--- src/rtl/intr_entry_pkg.sv ---
package intr_entry_pkg;
    localparam int XLEN       = 32;
    localparam int LVL_W      = 4;
    localparam int VEC_W      = 8;
    localparam int MASK_LSB   = 4;
    localparam int ENTRY_COST = 13;
    localparam int WORD_BYTES = XLEN / 8;

    localparam logic [XLEN-1:0] SR_AT_RESET   = 32'h0000_00F0;
    localparam logic [XLEN-1:0] BOOT_PC_ADDR  = 32'h0000_0000;
    localparam logic [XLEN-1:0] BOOT_SP_ADDR  = 32'h0000_0004;

    typedef enum logic [2:0] {
        ST_BOOT_PC,
        ST_BOOT_SP,
        ST_IDLE,
        ST_ACK,
        ST_PUSH_SR,
        ST_PUSH_PC,
        ST_FETCH
    } seq_state_e;

    typedef struct packed {
        logic             valid;
        logic [LVL_W-1:0] level;
        logic [VEC_W-1:0] vector;
    } irq_src_t;

    typedef struct packed {
        logic             take;
        logic             from_int;
        logic [LVL_W-1:0] level;
        logic [VEC_W-1:0] vector;
    } grant_t;

    function automatic logic [XLEN-1:0] table_addr(input logic [XLEN-1:0] base,
                                                   input logic [VEC_W-1:0] vec);
        return base + (XLEN'(vec) * XLEN'(WORD_BYTES));
    endfunction
endpackage

--- src/rtl/intr_hold.sv ---
module intr_hold
    import intr_entry_pkg::*;
(
    input  logic             clk,
    input  logic             rst,
    input  logic             load,
    input  logic [LVL_W-1:0] load_level,
    input  logic [VEC_W-1:0] load_vector,
    input  logic             clear,
    output irq_src_t         src
);
    always_ff @(posedge clk) begin
        if (rst) begin
            src <= '0;
        end else if (load) begin
            src <= '{valid: 1'b1, level: load_level, vector: load_vector};
        end else if (clear) begin
            src.valid <= 1'b0;
        end
    end
endmodule

--- src/rtl/intr_pick.sv ---
module intr_pick
    import intr_entry_pkg::*;
(
    input  logic [LVL_W-1:0] ext_level,
    input  irq_src_t         held,
    input  logic [LVL_W-1:0] mask,
    output grant_t           grant
);
    always_comb begin
        grant = '0;
        if (held.valid && held.level >= ext_level) begin
            grant.from_int = 1'b1;
            grant.level    = held.level;
            grant.vector   = held.vector;
        end else begin
            grant.from_int = 1'b0;
            grant.level    = ext_level;
            grant.vector   = '0;
        end
        grant.take = grant.level > mask;
    end
endmodule

--- src/rtl/intr_entry_seq.sv ---
module intr_entry_seq
    import intr_entry_pkg::*;
(
    input  logic             clk,
    input  logic             rst,
    input  logic [LVL_W-1:0] ext_level,
    input  logic             int_req,
    input  logic [LVL_W-1:0] int_level,
    input  logic [VEC_W-1:0] int_vector,
    output logic             ack_valid,
    output logic [LVL_W-1:0] ack_level,
    input  logic [VEC_W-1:0] ack_vector,
    output logic             mem_valid,
    output logic             mem_write,
    output logic [XLEN-1:0]  mem_addr,
    output logic [XLEN-1:0]  mem_wdata,
    input  logic             mem_ready,
    input  logic [XLEN-1:0]  mem_rdata,
    input  logic             sr_we,
    input  logic [XLEN-1:0]  sr_wdata,
    input  logic             vbr_we,
    input  logic [XLEN-1:0]  vbr_wdata,
    output logic [XLEN-1:0]  pc,
    output logic [XLEN-1:0]  sp,
    output logic [XLEN-1:0]  sr,
    output logic [XLEN-1:0]  vbr,
    output logic [XLEN-1:0]  cycles,
    output logic             busy
);
    seq_state_e       state_q;
    logic [XLEN-1:0]  pc_q, sp_q, sr_q, vbr_q, cyc_q;
    logic [LVL_W-1:0] acc_level_q;
    logic [VEC_W-1:0] acc_vec_q;
    irq_src_t         held;
    grant_t           grant;
    logic             idle, hs;
    logic             lat_valid;
    logic [LVL_W-1:0] lat_level;

    assign idle      = (state_q == ST_IDLE);
    assign hs        = mem_valid && mem_ready;
    assign lat_valid = held.valid;
    assign lat_level = held.level;

    intr_hold u_hold (
        .clk         (clk),
        .rst         (rst),
        .load        (idle && int_req),
        .load_level  (int_level),
        .load_vector (int_vector),
        .clear       (idle && grant.take && grant.from_int),
        .src         (held)
    );

    intr_pick u_pick (
        .ext_level (ext_level),
        .held      (held),
        .mask      (sr_q[MASK_LSB +: LVL_W]),
        .grant     (grant)
    );

    always_comb begin
        mem_valid = 1'b0;
        mem_write = 1'b0;
        mem_addr  = '0;
        mem_wdata = '0;
        unique case (state_q)
            ST_BOOT_PC: begin
                mem_valid = 1'b1;
                mem_addr  = BOOT_PC_ADDR;
            end
            ST_BOOT_SP: begin
                mem_valid = 1'b1;
                mem_addr  = BOOT_SP_ADDR;
            end
            ST_PUSH_SR: begin
                mem_valid = 1'b1;
                mem_write = 1'b1;
                mem_addr  = sp_q - XLEN'(WORD_BYTES);
                mem_wdata = sr_q;
            end
            ST_PUSH_PC: begin
                mem_valid = 1'b1;
                mem_write = 1'b1;
                mem_addr  = sp_q - XLEN'(WORD_BYTES);
                mem_wdata = pc_q;
            end
            ST_FETCH: begin
                mem_valid = 1'b1;
                mem_addr  = table_addr(vbr_q, acc_vec_q);
            end
            default: ;
        endcase
    end

    always_ff @(posedge clk) begin
        if (rst) begin
            state_q     <= ST_BOOT_PC;
            pc_q        <= '0;
            sp_q        <= '0;
            sr_q        <= SR_AT_RESET;
            vbr_q       <= '0;
            cyc_q       <= '0;
            acc_level_q <= '0;
            acc_vec_q   <= '0;
        end else begin
            unique case (state_q)
                ST_BOOT_PC: if (hs) begin
                    pc_q    <= mem_rdata;
                    state_q <= ST_BOOT_SP;
                end
                ST_BOOT_SP: if (hs) begin
                    sp_q    <= mem_rdata;
                    state_q <= ST_IDLE;
                end
                ST_IDLE: begin
                    if (sr_we)  sr_q  <= sr_wdata;
                    if (vbr_we) vbr_q <= vbr_wdata;
                    if (grant.take) begin
                        acc_level_q <= grant.level;
                        acc_vec_q   <= grant.vector;
                        state_q     <= grant.from_int ? ST_PUSH_SR : ST_ACK;
                    end
                end
                ST_ACK: begin
                    acc_vec_q <= ack_vector;
                    state_q   <= ST_PUSH_SR;
                end
                ST_PUSH_SR: if (hs) begin
                    sp_q    <= sp_q - XLEN'(WORD_BYTES);
                    state_q <= ST_PUSH_PC;
                end
                ST_PUSH_PC: if (hs) begin
                    sp_q                      <= sp_q - XLEN'(WORD_BYTES);
                    sr_q[MASK_LSB +: LVL_W]   <= acc_level_q;
                    state_q                   <= ST_FETCH;
                end
                ST_FETCH: if (hs) begin
                    pc_q    <= mem_rdata;
                    cyc_q   <= cyc_q + XLEN'(ENTRY_COST);
                    state_q <= ST_IDLE;
                end
                default: state_q <= ST_IDLE;
            endcase
        end
    end

    assign ack_valid = (state_q == ST_ACK);
    assign ack_level = acc_level_q;
    assign pc        = pc_q;
    assign sp        = sp_q;
    assign sr        = sr_q;
    assign vbr       = vbr_q;
    assign cycles    = cyc_q;
    assign busy      = !idle;
endmodule

--- config.mk ---
export PLATFORM = sky130hd
export DESIGN_NAME = intr_entry_seq
export DESIGN_NICKNAME = d
export VERILOG_FILES = /design/src/rtl/intr_entry_pkg.sv /design/src/rtl/intr_hold.sv /design/src/rtl/intr_pick.sv /design/src/rtl/intr_entry_seq.sv
export SDC_FILE = /design/constraint.sdc
export NUM_CORES = 1
export LEC_CHECK = 0
export BUFFER_PORTS_ARGS = -buffer_cell sky130_fd_sc_hd__buf_2
export CORE_AREA = 3 3 145 147
export CTS_BUF_LIST = sky130_fd_sc_hd__clkbuf_4 sky130_fd_sc_hd__clkbuf_8 sky130_fd_sc_hd__clkbuf_16
export CTS_CLUSTER_DIAMETER = 100
export DETAILED_ROUTE_END_ITERATION = 10
export DIE_AREA = 0 0 148 150
export PLACE_DENSITY = 0.81
export SLEW_MARGIN = 20
export SYNTH_ARGS = -nofsm -noshare
export SYNTH_HDL_FRONTEND = slang
export SYNTH_HIERARCHICAL = 1
export SYNTH_SLANG_ARGS = --single-unit
--- constraint.sdc ---
create_clock -name clk -period 3.7 [get_ports clk]
set_input_delay 0.555 -clock clk [delete_from_list [all_inputs] [get_ports clk]]
set_output_delay 0.555 -clock clk [all_outputs]
set_load 0.03 [all_outputs]
==> results of run 1 <==
## cell families (layout without fill, tap and decap cells)
logic type	count (synthesis)	in the layout
AOI/OAI and AO/OA	319	319
xor gates and xnor gates	78	78
adders and majority gates	20	20
buffers and inverters	119	441
DFF	188	188
muxes	17	17
other	0	4
and+or+nand+nor	586	586
## worst max-delay path: stages, from the launching register on
cell      delay [ns]
dfxtp_1         0.43
ha_1            0.20
inv_1           0.05
fa_1            0.38
nand2b_1        0.19
a21o_1          0.21
a211oi_1        0.24
buf_4           0.20
nand4_1         0.12
xor2_1          0.16
o22ai_1         0.25
buf_4           0.23
## placed cells by master (no fill, tap or decap), types with 7 or more instances in the layout
cell	instances
o21ai_0	19
nand3_1	29
or3_1	8
buf_2	352
nor2b_1	10
buf_4	27
a21o_1	7
nand2_1	274
a22oi_1	45
xor2_1	49
inv_1	24
and2_1	10
a31oi_1	10
a21oi_1	147
ha_1	17
clkbuf_16	17
nand4_1	18
nor3_1	24
o211ai_1	10
mux2i_1	16
and3_1	15
o32ai_1	7
nor2_1	137
and3b_1	8
dfxtp_1	188
a311oi_1	9
o22ai_1	23
xnor2_1	29
and4_1	11
## area by class of cell
type / instances / area, µm²
Multi-Input combinational cell: 1020 / 5890
Sequential cell: 188 / 3760
Clock inverter: 15 / 186
Timing Repair Buffer: 381 / 2000
Fill cell: 1851 / 7330
Clock buffer: 17 / 425
Antenna cell: 4 / 10.0
Tap cell: 270 / 338
Inverter: 28 / 105
## power by group through the flow
stage | clock network, mW | registers (mW) | logic, mW
finish | 1.87 | 2.73 | 4.54
CTS | 1.90 | 2.72 | 4.37
global placement | 0 | 2.75 | 4.28
detailed placement | 0 | 2.76 | 4.33
floorplan | 0 | 3.10 | 2.66
global route | 1.99 | 2.77 | 4.82
## metal layers
metal / up-vias / GRT usage / part of all wire
li1: 5264 / - / -
met5: - / 0 / 0.00033
met4: 2 / 0.139 / 0.038
met2: 535 / 0.517 / 0.47
met3: 83 / 0.0827 / 0.095
met1: 5212 / 0.394 / 0.40
## worst max-delay path by stage
stage | from | endpoint | depth (start not counted)
after floorplan | sp[2]$_SDFFE_PP0P_ | mem_addr[16] | 8
after global placement | ext_level[3] | state_q[0]$_SDFFE_PP0P_ | 15
after detailed placement | ext_level[3] | state_q[0]$_SDFFE_PP0P_ | 15
after CTS | sp[2]$_SDFFE_PP0P_ | mem_addr[17] | 6
after global routing | sp[2]$_SDFFE_PP0P_ | mem_addr[28] | 9
final | vbr[2]$_SDFFE_PP0P_ | mem_addr[18] | 11
## repair_timing
action                                  in CTS  in global routing
endpoints found under the setup margin       3                  7
gates resized for setup                      1                 10
cloned                                       0                  0
pin swaps                                    0                  3
setup buffers                                0                  5
## Yosys cell counts, types with 11 or more instances
library cell  count
dfxtp_1         188
mux2i_1          16
nand3_1          29
nor3_1           26
a21oi_1         147
xnor2_1          29
ha_1             19
o22ai_1          24
a22oi_1          45
o21ai_0          20
and3_1           15
nor2_1          137
clkbuf_1         79
inv_1            25
nand4_1          18
nand2_1         274
xor2_1           49
and4_1           11
## state kept, by name, summed over array words and instances (netlist names)
register,flops
acc_vec_q,8
ack_level,4
cycles,32
pc,32
sp,32
sr,32
state_q,3
u_hold/src,13
vbr,32
## through the flow
stage	cells	setup slack [ns]	instance area [µm²]	utilization	TNS, ns
after floorplan	1327	0.289	10100	-	0
after global placement	1882	0.154	12000	0.600	0
after detailed placement	1882	0.0586	12000	0.600	0
after CTS	1914	0.0489	12600	0.631	0
after global routing	1922	-0.0403	12700	0.634	-0.0873
final	1923	0.0375	12700	0.634	0
==> summary.txt, run 1 <==
Status
  – Outcome: completed

Clocking
  – TritonCTS clock tree: built
  – Maximum root-to-sink buffer count: 2
  – Clock slew at the register clock pins of the worst setup and hold paths: 0.08 ns
  – Htree depth: 4
  – Inserted Clock Buffers: 17
  – Root Buffer Master: clkbuf_16
  – Clock Sinks: 188
  – CTS Hold Bufs: 0
  – Worst skew pair latency: 0.43 ns

Floorplanning
  – Core ar.: 20,000 µm²
  – Initial Util: 0.504
  – IO Count: 358
  – Die H: 150 µm
  – Num rows: 52
  – DIE WIDTH: 148 µm
  – Die Area: 22,200 µm²

Global routing
  – First-pass GRT wire length: 55,800 µm
  – Total Routing Usage GR: 0.316
  – Antenna violations before repair: 4
  – Total grt overflow: 0
  – Number of global-route vias before repair: 9,909
  – Pin count of the biggest net entering global routing: 86

Setup path
  – Worst EP arrival: 3.11 ns
  – R2r setup slk: 0.34 ns
  – Critical R2R Capture: state_q[1]$_SDFFE_PP0P_
  – Max FO, Critical Path: 7
  – R2r worst-path depth: 15
  – Req. time, crit path: 3.14 ns
  – Worst R2R Start: u_hold/src[8]$_SDFFE_PP0P_
  – Crit path kind: register to output pin
  – Crit end category: output pin
  – CP Launch Type: register

Route
  – DRT Wirelength: 36,900 µm
  – Drt wl/cell: 19.2 µm
  – Number of remaining DRC errors: 0
  – Number of DRC markers in iteration 0: 949
  – Post-DRT Antenna Nets: 0
  – Via count: 11,100
  – Avg Vias per Cell: 5.77
  – DRT Pass-1 Iters: 6

Logic synthesis
  – Dominant cells by area after synthesis: dfxtp_1 (37%), nand2_1 (10%), a21oi_1 (7.3%), nor2_1 (5.1%), xor2_1 (4.3%)
  – Synth Flop Type: dfxtp_1
  – Yosys top cell area share: 0.373
  – Asr flop ratio synth: 0
  – Synth area leader: dfxtp_1
  – Gate Count Post-Synth: 1,327
  – Avg Inst Size Synth: 7.61 µm²
  – FF+latch count, synth: 188
  – Synth Area in Adders: 0.0255
  – Post-synthesis sequential area ratio: 0.373
  – Syn Nets: 1,473
  – Multiplexer area fraction after synthesis: 0.0170
  – Number of synthesized flops with an enable pin: 0
  – Synth Area in Compound Gates: 0.198
  – Synth warnings: 6
  – Main combinational cell family by area after synthesis: simple AND/OR/NAND/NOR gates
  – Post-Syn Area: 10,100 µm²
  – Synth Area in Simple Gates: 0.271
  – Distinct cells, synth: 73
  – Synth Area in XOR/XNOR: 0.0677

Timing
  – Setup Viol. Count Final: 0
  – RSZ-0062 raised after global routing: true
  – Final hold violation count: 0
  – Final period util: 0.990
  – Post-route clock skew: 0.00852 ns
  – Max-slew violation count: 0
  – Max Freq: 273 MHz
  – Worst hold margin: 0.344 ns
  – Slew @ Worst Pin: 1.04 ns
  – Post-layout min period: 3.66 ns
  – Worst rel slew slack: 0.304

Job
  – Max-cap violation count: 0

Placement
  – Placer congestion estimate: 0.967
  – PortBufs: 357
  – Dpl hpwl: 27,900 µm

Worst hold path
  – Hold Path Cell Cnt: 3
  – Hold WC Path Type: input port to register
  – Hold Path End: vbr[26]$_SDFFE_PP0P_
  – Min-delay src: vbr_wdata[26]

Power and ir drop
  – Total power: 9.14 mW
  – Maximum vdd drop: 0.470 mV
  – Switch Pwr: 4.37 mW
  – Sw Share: 0.478
  – Power Dens Cells: 719 nW/µm²
  – Seq pwr share: 0.298
  – Clock power share: 0.205
  – Pint: 4.77 mW
  – Lkg Pwr: 5.57 nW
  – Combinational Power Share: 0.497

Finish
  – Fin nets: 1,782
  – Layout cells sized above 1: 0.267
  – Area delta synth->final: 25.9%
Power figures use the tool's default switching activity.
==> run 2: changes to the inputs <==
--- a/config.mk
+++ b/config.mk
@@ -17,3 +17,2 @@
 export SYNTH_HDL_FRONTEND = slang
-export SYNTH_HIERARCHICAL = 1
 export SYNTH_SLANG_ARGS = --single-unit
==> constraint.sdc (replaced) <==
create_clock -name clk -period 3.7 [get_ports clk]
set_input_delay 0.37 -clock clk [delete_from_list [all_inputs] [get_ports clk]]
set_output_delay 0.37 -clock clk [all_outputs]
set_load 0.03 [all_outputs]
==> run 2 against run 1 <==
Compared with the run above:
- via count down 3.1%
- setup slack better by 0.15 ns
- combinational power decreased by 73%
- critical endpoint is now mem_addr[28]
- largest power group is now registers
==> summary.txt, run 2 <==
Setup path
  – R2r setup slk: 0.44 ns
  – CP startpoint: vbr[2]$_SDFFE_PP0P_
  – Worst Path Buf+Inv: 1
  – R2r worst-path depth: 14
  – CP top delay family: simple AND/OR/NAND/NOR gates
  – Ordered cell list for the critical path: ha_1 > fa_1 > a211oi_1 > nor3_2 > o211ai_1 > or4_1 > o211ai_1 > buf_2
  – CP max-delay cell: nor3_2
  – Critical path's most frequent cell: o211ai_1
  – Req. time, crit path: 3.33 ns
  – CP Launch Type: register
  – Worst EP arrival: 3.14 ns
  – Worst R2R Start: u_hold.src[8]$_SDFFE_PP0P_
  – Crit end category: output pin
  – Max FO, Critical Path: 11
  – Critical R2R Capture: ack_level[3]$_SDFFE_PP0P_
  – Crit path kind: register to output pin
  – Crit-path max cell delay: 0.60 ns

Route
  – Via count: 10,700
  – Post-DRT Antenna Nets: 0
  – Drt wl/cell: 17.9 µm
  – Avg Vias per Cell: 5.71
  – DRT Pass-1 Iters: 7
  – Number of remaining DRC errors: 0
  – Number of DRC markers in iteration 0: 757
  – DRT Wirelength: 33,600 µm

Power and ir drop
  – Total power: 5.27 mW
  – Power Dens Cells: 418 nW/µm²
  – Seq pwr share: 0.422
  – Lkg Pwr: 5.31 nW
  – Pint: 3.46 mW
  – Combinational Power Share: 0.230
  – Switch Pwr: 1.81 mW
  – Clock power share: 0.348
  – Sw Share: 0.344
  – Maximum vdd drop: 0.325 mV

Floorplanning
  – Num rows: 52
  – IO Count: 358
  – DIE WIDTH: 148 µm
  – Die Area: 22,200 µm²
  – Die H: 150 µm
  – Core ar.: 20,000 µm²
  – Initial Util: 0.503

Logic synthesis
  – Synth Flop Type: dfxtp_1
  – Post-synthesis sequential area ratio: 0.374
  – Synth warnings: 0
  – Commonest cells in the netlist: nand2_1 (258), dfxtp_1 (188), a21oi_1 (154)
  – Syn Nets: 1,443
  – Post-Syn Area: 10,100 µm²
  – Number of synthesized flops with an enable pin: 0
  – Synth area leader: dfxtp_1
  – Distinct cells, synth: 63
  – Avg Inst Size Synth: 7.76 µm²
  – Gate Count Post-Synth: 1,298
  – Asr flop ratio synth: 0
  – Dominant cells by area after synthesis: dfxtp_1 (37%), nand2_1 (9.6%), a21oi_1 (7.7%), xnor2_1 (3.8%), mux2i_1 (3.8%)
  – Most frequent cell after synthesis: nand2_1
  – FF+latch count, synth: 188
  – Yosys top cell area share: 0.374

Clocking
  – Clock slew at the register clock pins of the worst setup and hold paths: 0.08 ns
  – Setup bufs post-CTS: 0
  – Worst skew pair latency: 0.43 ns
  – Clock Sinks: 188
  – Inserted Clock Buffers: 17
  – Root Buffer Master: clkbuf_16
  – Htree depth: 4
  – Maximum root-to-sink buffer count: 2
  – TritonCTS clock tree: built

Finish
  – Fin nets: 1,743
  – Commonest non-fill, non-tap cell in the layout: buf_2
  – Final Non-Filler Cells: 1,881
  – Layout cells sized above 1: 0.271
  – Most frequent cells in the layout: buf_2 (356), nand2_1 (257), dfxtp_1 (187)
  – Area delta synth->final: 25.0%
  – # diodes: 0
  – FILL cells: 1,883

Placement
  – Cells after DPL: 1,849
  – Placer congestion estimate: 0.913
  – PortBufs: 357
  – Dpl hpwl: 25,400 µm
  – Worst Setup Slack post-DPL: 0.292 ns

Worst hold path
  – Hold Path End: vbr[15]$_SDFFE_PP0P_
  – Hold Path Cell Cnt: 3
  – Min-delay src: vbr_wdata[15]
  – Hold WC Path Type: input port to register

Timing
  – Post-route clock skew: 0.0140 ns
  – Post-route setup TNS: 0 ns
  – Final period util: 0.948
  – Slew @ Worst Pin: 1.05 ns
  – Worst rel slew slack: 0.302
  – Setup Viol. Count Final: 0
  – Final hold violation count: 0
  – RSZ-0062 raised after global routing: false
  – Max Freq: 285 MHz
  – Max-slew violation count: 0
  – Fin worst setup slack: 0.192 ns
  – Post-layout min period: 3.51 ns

Global routing
  – Number of global-route vias before repair: 9,664
  – Total Routing Usage GR: 0.283
  – First-pass GRT wire length: 51,000 µm
  – Antenna violations before repair: 1
  – Total grt overflow: 0
  – Pin count of the biggest net entering global routing: 98

Job
  – Max-cap violation count: 0

Status
  – Outcome: completed
==> run 2: cell count changes in the layout (fill, tap and decap cells not counted), sizes merged, moves of 6 or more <==
cell     delta
o2111ai     +6
xnor2      +15
o211ai      +7
nor2       -47
a211oi     +14
nor4       +15
and3       -11
o21ai      +17
mux2i      +22
xor2       -19
a22oi      -35
and3b       -8
nand2      -16
==> run 2: worst min-delay path: stages <==
cell,delay [ns]
buf_2,0.09
nand2_1,0.05
a21oi_1,0.05
==> run 2: kinds of logic (layout without fill, tap and decap cells) <==
family,Yosys count,count (layout),synth area share
simple gates,528,528,0.251
flops,188,188,0.374
xor+xnor,74,74,0.0643
mux,39,39,0.0389
compound gates,328,328,0.200
buf+inv,122,435,0.0482
fa+ha+maj,19,19,0.0243
==> run 2: cell type report <==
cell class              count  area, µm²  area share
clock buffers              18        439      0.0349
well taps                 270        338      0.0268
flip-flops and latches    188       3760       0.299
repair buffers            378       1960       0.156
clock inverters            14        146      0.0116
inverters                  25       93.8     0.00745
multi-input cells         988       5850       0.465
==> run 2: per-stage QoR <==
stage	utilization	hold WS [ns]	area, µm²
2_1_floorplan	-	0.437	10100
3_3_place_gp	0.599	0.449	12000
3_5_place_dp	0.599	0.450	12000
4_1_cts	0.628	0.154	12600
5_1_grt	0.629	0.161	12600
6_report	0.629	0.172	12600
==> run 2: how the worst max path moves through the flow <==
stage	to	slack [ns]	depth (start not counted)
after CTS	mem_addr[27]	0.23	6
after global routing	mem_addr[28]	0.05	8
final	mem_addr[28]	0.19	8
after floorplan	acc_vec_q[3]$_SDFFE_PP0P_	0.67	14
after global placement	mem_addr[28]	0.45	8
after detailed placement	mem_addr[28]	0.29	8
==> run 2: metal layers <==
layer | up-vias | part of all wire | GRT usage
li1 | 5201 | - | -
met1 | 5019 | 0.40 | 0.367
met2 | 464 | 0.48 | 0.472
met3 | 61 | 0.088 | 0.0615
met4 | 2 | 0.029 | 0.0919
met5 | - | 0.00039 | 0
==> run 2: power groups by stage <==
stage	combinational, mW	sequential [mW]	clock (mW)
floorplan	0.727	2.37	0
global placement	1.19	2.27	0
detailed placement	1.21	2.27	0
CTS	1.21	2.22	1.85
global route	1.31	2.24	1.93
finish	1.21	2.23	1.83
==> run 2: timing repair <==
| action | CTS | global route |
|---|---|---|
| endpoints found under the setup margin | 1 | 0 |
| resized for setup | 1 | 0 |
| hold buffers | 0 | 0 |
==> run 3: changes to the inputs <==
clock period = 3.88 ns   (was 3.7 ns; I/O delays follow)
==> run 3 against run 2 <==
Compared with the run above:
- sequential share of layout area decreased by 0.092 points
- clock-buffer cell count increased by 1
- core utilization increased by 0.19 points
- combinational power decreased by 5%
- global-route usage increased by 0.33 points
- non-clock buffer count unchanged
- register-to-register slack got worse by 0.13 ns
- critical path depth increased by 5
==> summary.txt, run 3 (synthesis gave the netlist of run 2 again) <==
Finish
  – Commonest non-fill, non-tap cell in the layout: buf_2
  – Most frequent cells in the layout: buf_2 (356), nand2_1 (257), dfxtp_1 (187)
  – # diodes: 0
  – Fin nets: 1,743
  – Area occupied by multi-input gates: 5850 µm²
  – Area delta synth->final: 25.4%
  – Layout cells sized above 1: 0.270
  – Area taken by flip-flops and latches: 3760 µm²
  – Final core utilization: 0.631
  – FILL cells: 1,869

Placement
  – Placer congestion estimate: 0.912
  – Worst Setup Slack post-DPL: 0.268 ns
  – PortBufs: 357
  – Dpl hpwl: 25,200 µm

Timing
  – Post-layout min period: 3.57 ns
  – Worst hold margin: 0.186 ns
  – Fin worst setup slack: 0.312 ns
  – Final period util: 0.920
  – Max Freq: 280 MHz
  – Worst rel slew slack: 0.374
  – Final hold violation count: 0
  – Setup Viol. Count Final: 0
  – RSZ-0062 raised after global routing: false
  – Post-route setup TNS: 0 ns
  – Max-slew violation count: 0
  – Slew @ Worst Pin: 0.939 ns
  – Post-route clock skew: 0.0128 ns

Setup path
  – CP max-delay cell: o21bai_1
  – Critical R2R Capture: acc_vec_q[2]$_SDFFE_PP0P_
  – R2r worst-path depth: 13
  – CP startpoint: u_hold.src[8]$_SDFFE_PP0P_
  – Worst Path Buf+Inv: 1
  – Crit path kind: register to register
  – CP top delay family: compound AO/OA/AOI/OAI gates
  – Worst R2R Start: u_hold.src[8]$_SDFFE_PP0P_
  – CP Launch Type: register
  – Ordered cell list for the critical path: inv_1 > ha_1 > nand2b_1 > a211oi_1 > o21bai_1 > nand3_1 > nand2_1 > ha_1 > nor2b_1 > o211a_1 > o21a_1 > o21a_1 > a311oi_1
  – Crit-path max cell delay: 0.70 ns
  – Crit end category: register
  – Req. time, crit path: 4.20 ns
  – Worst EP arrival: 3.89 ns
  – R2r setup slk: 0.31 ns
  – Max FO, Critical Path: 15

Global routing
  – Total Routing Usage GR: 0.286
  – Antenna violations before repair: 1
  – Number of global-route vias before repair: 9,709
  – First-pass GRT wire length: 51,700 µm
  – Pin count of the biggest net entering global routing: 125
  – Total grt overflow: 0

Power and ir drop
  – Power Dens Cells: 408 nW/µm²
  – Lkg Pwr: 5.33 nW
  – Maximum vdd drop: 0.336 mV
  – Total power: 5.16 mW

Floorplanning
  – DIE WIDTH: 148 µm
  – Die H: 150 µm
  – Die Area: 22,200 µm²
  – IO Count: 358
  – Num rows: 52
  – Core ar.: 20,000 µm²
  – Initial Util: 0.503

Clocking
  – Worst skew pair latency: 0.43 ns
  – TritonCTS clock tree: built
  – Htree depth: 4
  – Clock slew at the register clock pins of the worst setup and hold paths: 0.08 ns
  – Root Buffer Master: clkbuf_16
  – Setup bufs post-CTS: 0
  – PostCTS Resize Cnt: 0
  – Maximum root-to-sink buffer count: 2
  – CTS Hold Bufs: 0
  – Inserted Clock Buffers: 17
  – Clock Sinks: 188

Route
  – Number of remaining DRC errors: 0
  – DRT Wirelength: 33,600 µm
  – Number of DRC markers in iteration 0: 745
  – Drt wl/cell: 17.9 µm
  – Via count: 10,800
  – DRT Pass-1 Iters: 7
  – Post-DRT Antenna Nets: 0
  – Avg Vias per Cell: 5.73

Worst hold path
  – Min-delay src: sr_wdata[22]
  – Hold WC Path Type: input port to register
  – Hold Path End: sr[22]$_SDFFE_PP0P_
  – Hold Path Cell Cnt: 3

Status
  – Outcome: completed

Job
  – Max-cap violation count: 0
-- run 3: worst max-delay path by stage --
stage	to	slack, ns	cells past startpoint
after floorplan	acc_vec_q[3]$_SDFFE_PP0P_	0.84	14
after global placement	acc_vec_q[1]$_SDFFE_PP0P_	0.38	13
after detailed placement	acc_vec_q[2]$_SDFFE_PP0P_	0.27	13
after CTS	mem_addr[28]	0.32	6
after global routing	acc_vec_q[2]$_SDFFE_PP0P_	0.007	13
final	acc_vec_q[2]$_SDFFE_PP0P_	0.31	13
-- run 3: report_power, final --
group	total, mW	internal (mW)	switching (mW)
Combinational	1.15	0.401	0.751
Sequential	2.12	2.01	0.112
Clock	1.89	1.07	0.818
Total	5.16	3.48	1.68
-- run 3: cell type report --
class / instances / share of cell area
multi-input combinational: 988 / 0.463
clock buffer: 19 / 0.0358
timing repair buffer: 378 / 0.155
inverter: 25 / 0.00743
tap: 270 / 0.0267
clock inverter: 12 / 0.0140
sequential: 188 / 0.298
-- run 3: stage by stage --
step	std cells	cell area [µm²]
2_1_floorplan	1298	10100
3_3_place_gp	1849	12000
3_5_place_dp	1849	12000
4_1_cts	1880	12600
5_1_grt	1880	12600
6_report	1880	12600
-- run 3: worst register-to-register path, delay by kind of cell (launching register included) --
kind,cells,cell delay (ns)
adder cells (fa/ha/maj),2,0.49
AO/OA/AOI/OAI,6,2.03
AND/OR/NAND/NOR,4,0.53
buffers and inverters,1,0.05
flip-flops,1,0.36
-- run 3: per-layer routing --
layer / global-route usage / vias to the layer above / share of wire / routed length [µm]
met3: 0.0539 / 62 / 0.075 / 2530
met2: 0.486 / 446 / 0.48 / 16200
li1: - / 5203 / - / -
met1: 0.373 / 5056 / 0.42 / 14000
met5: 0 / - / 0.00027 / 9
met4: 0.0836 / 2 / 0.025 / 833
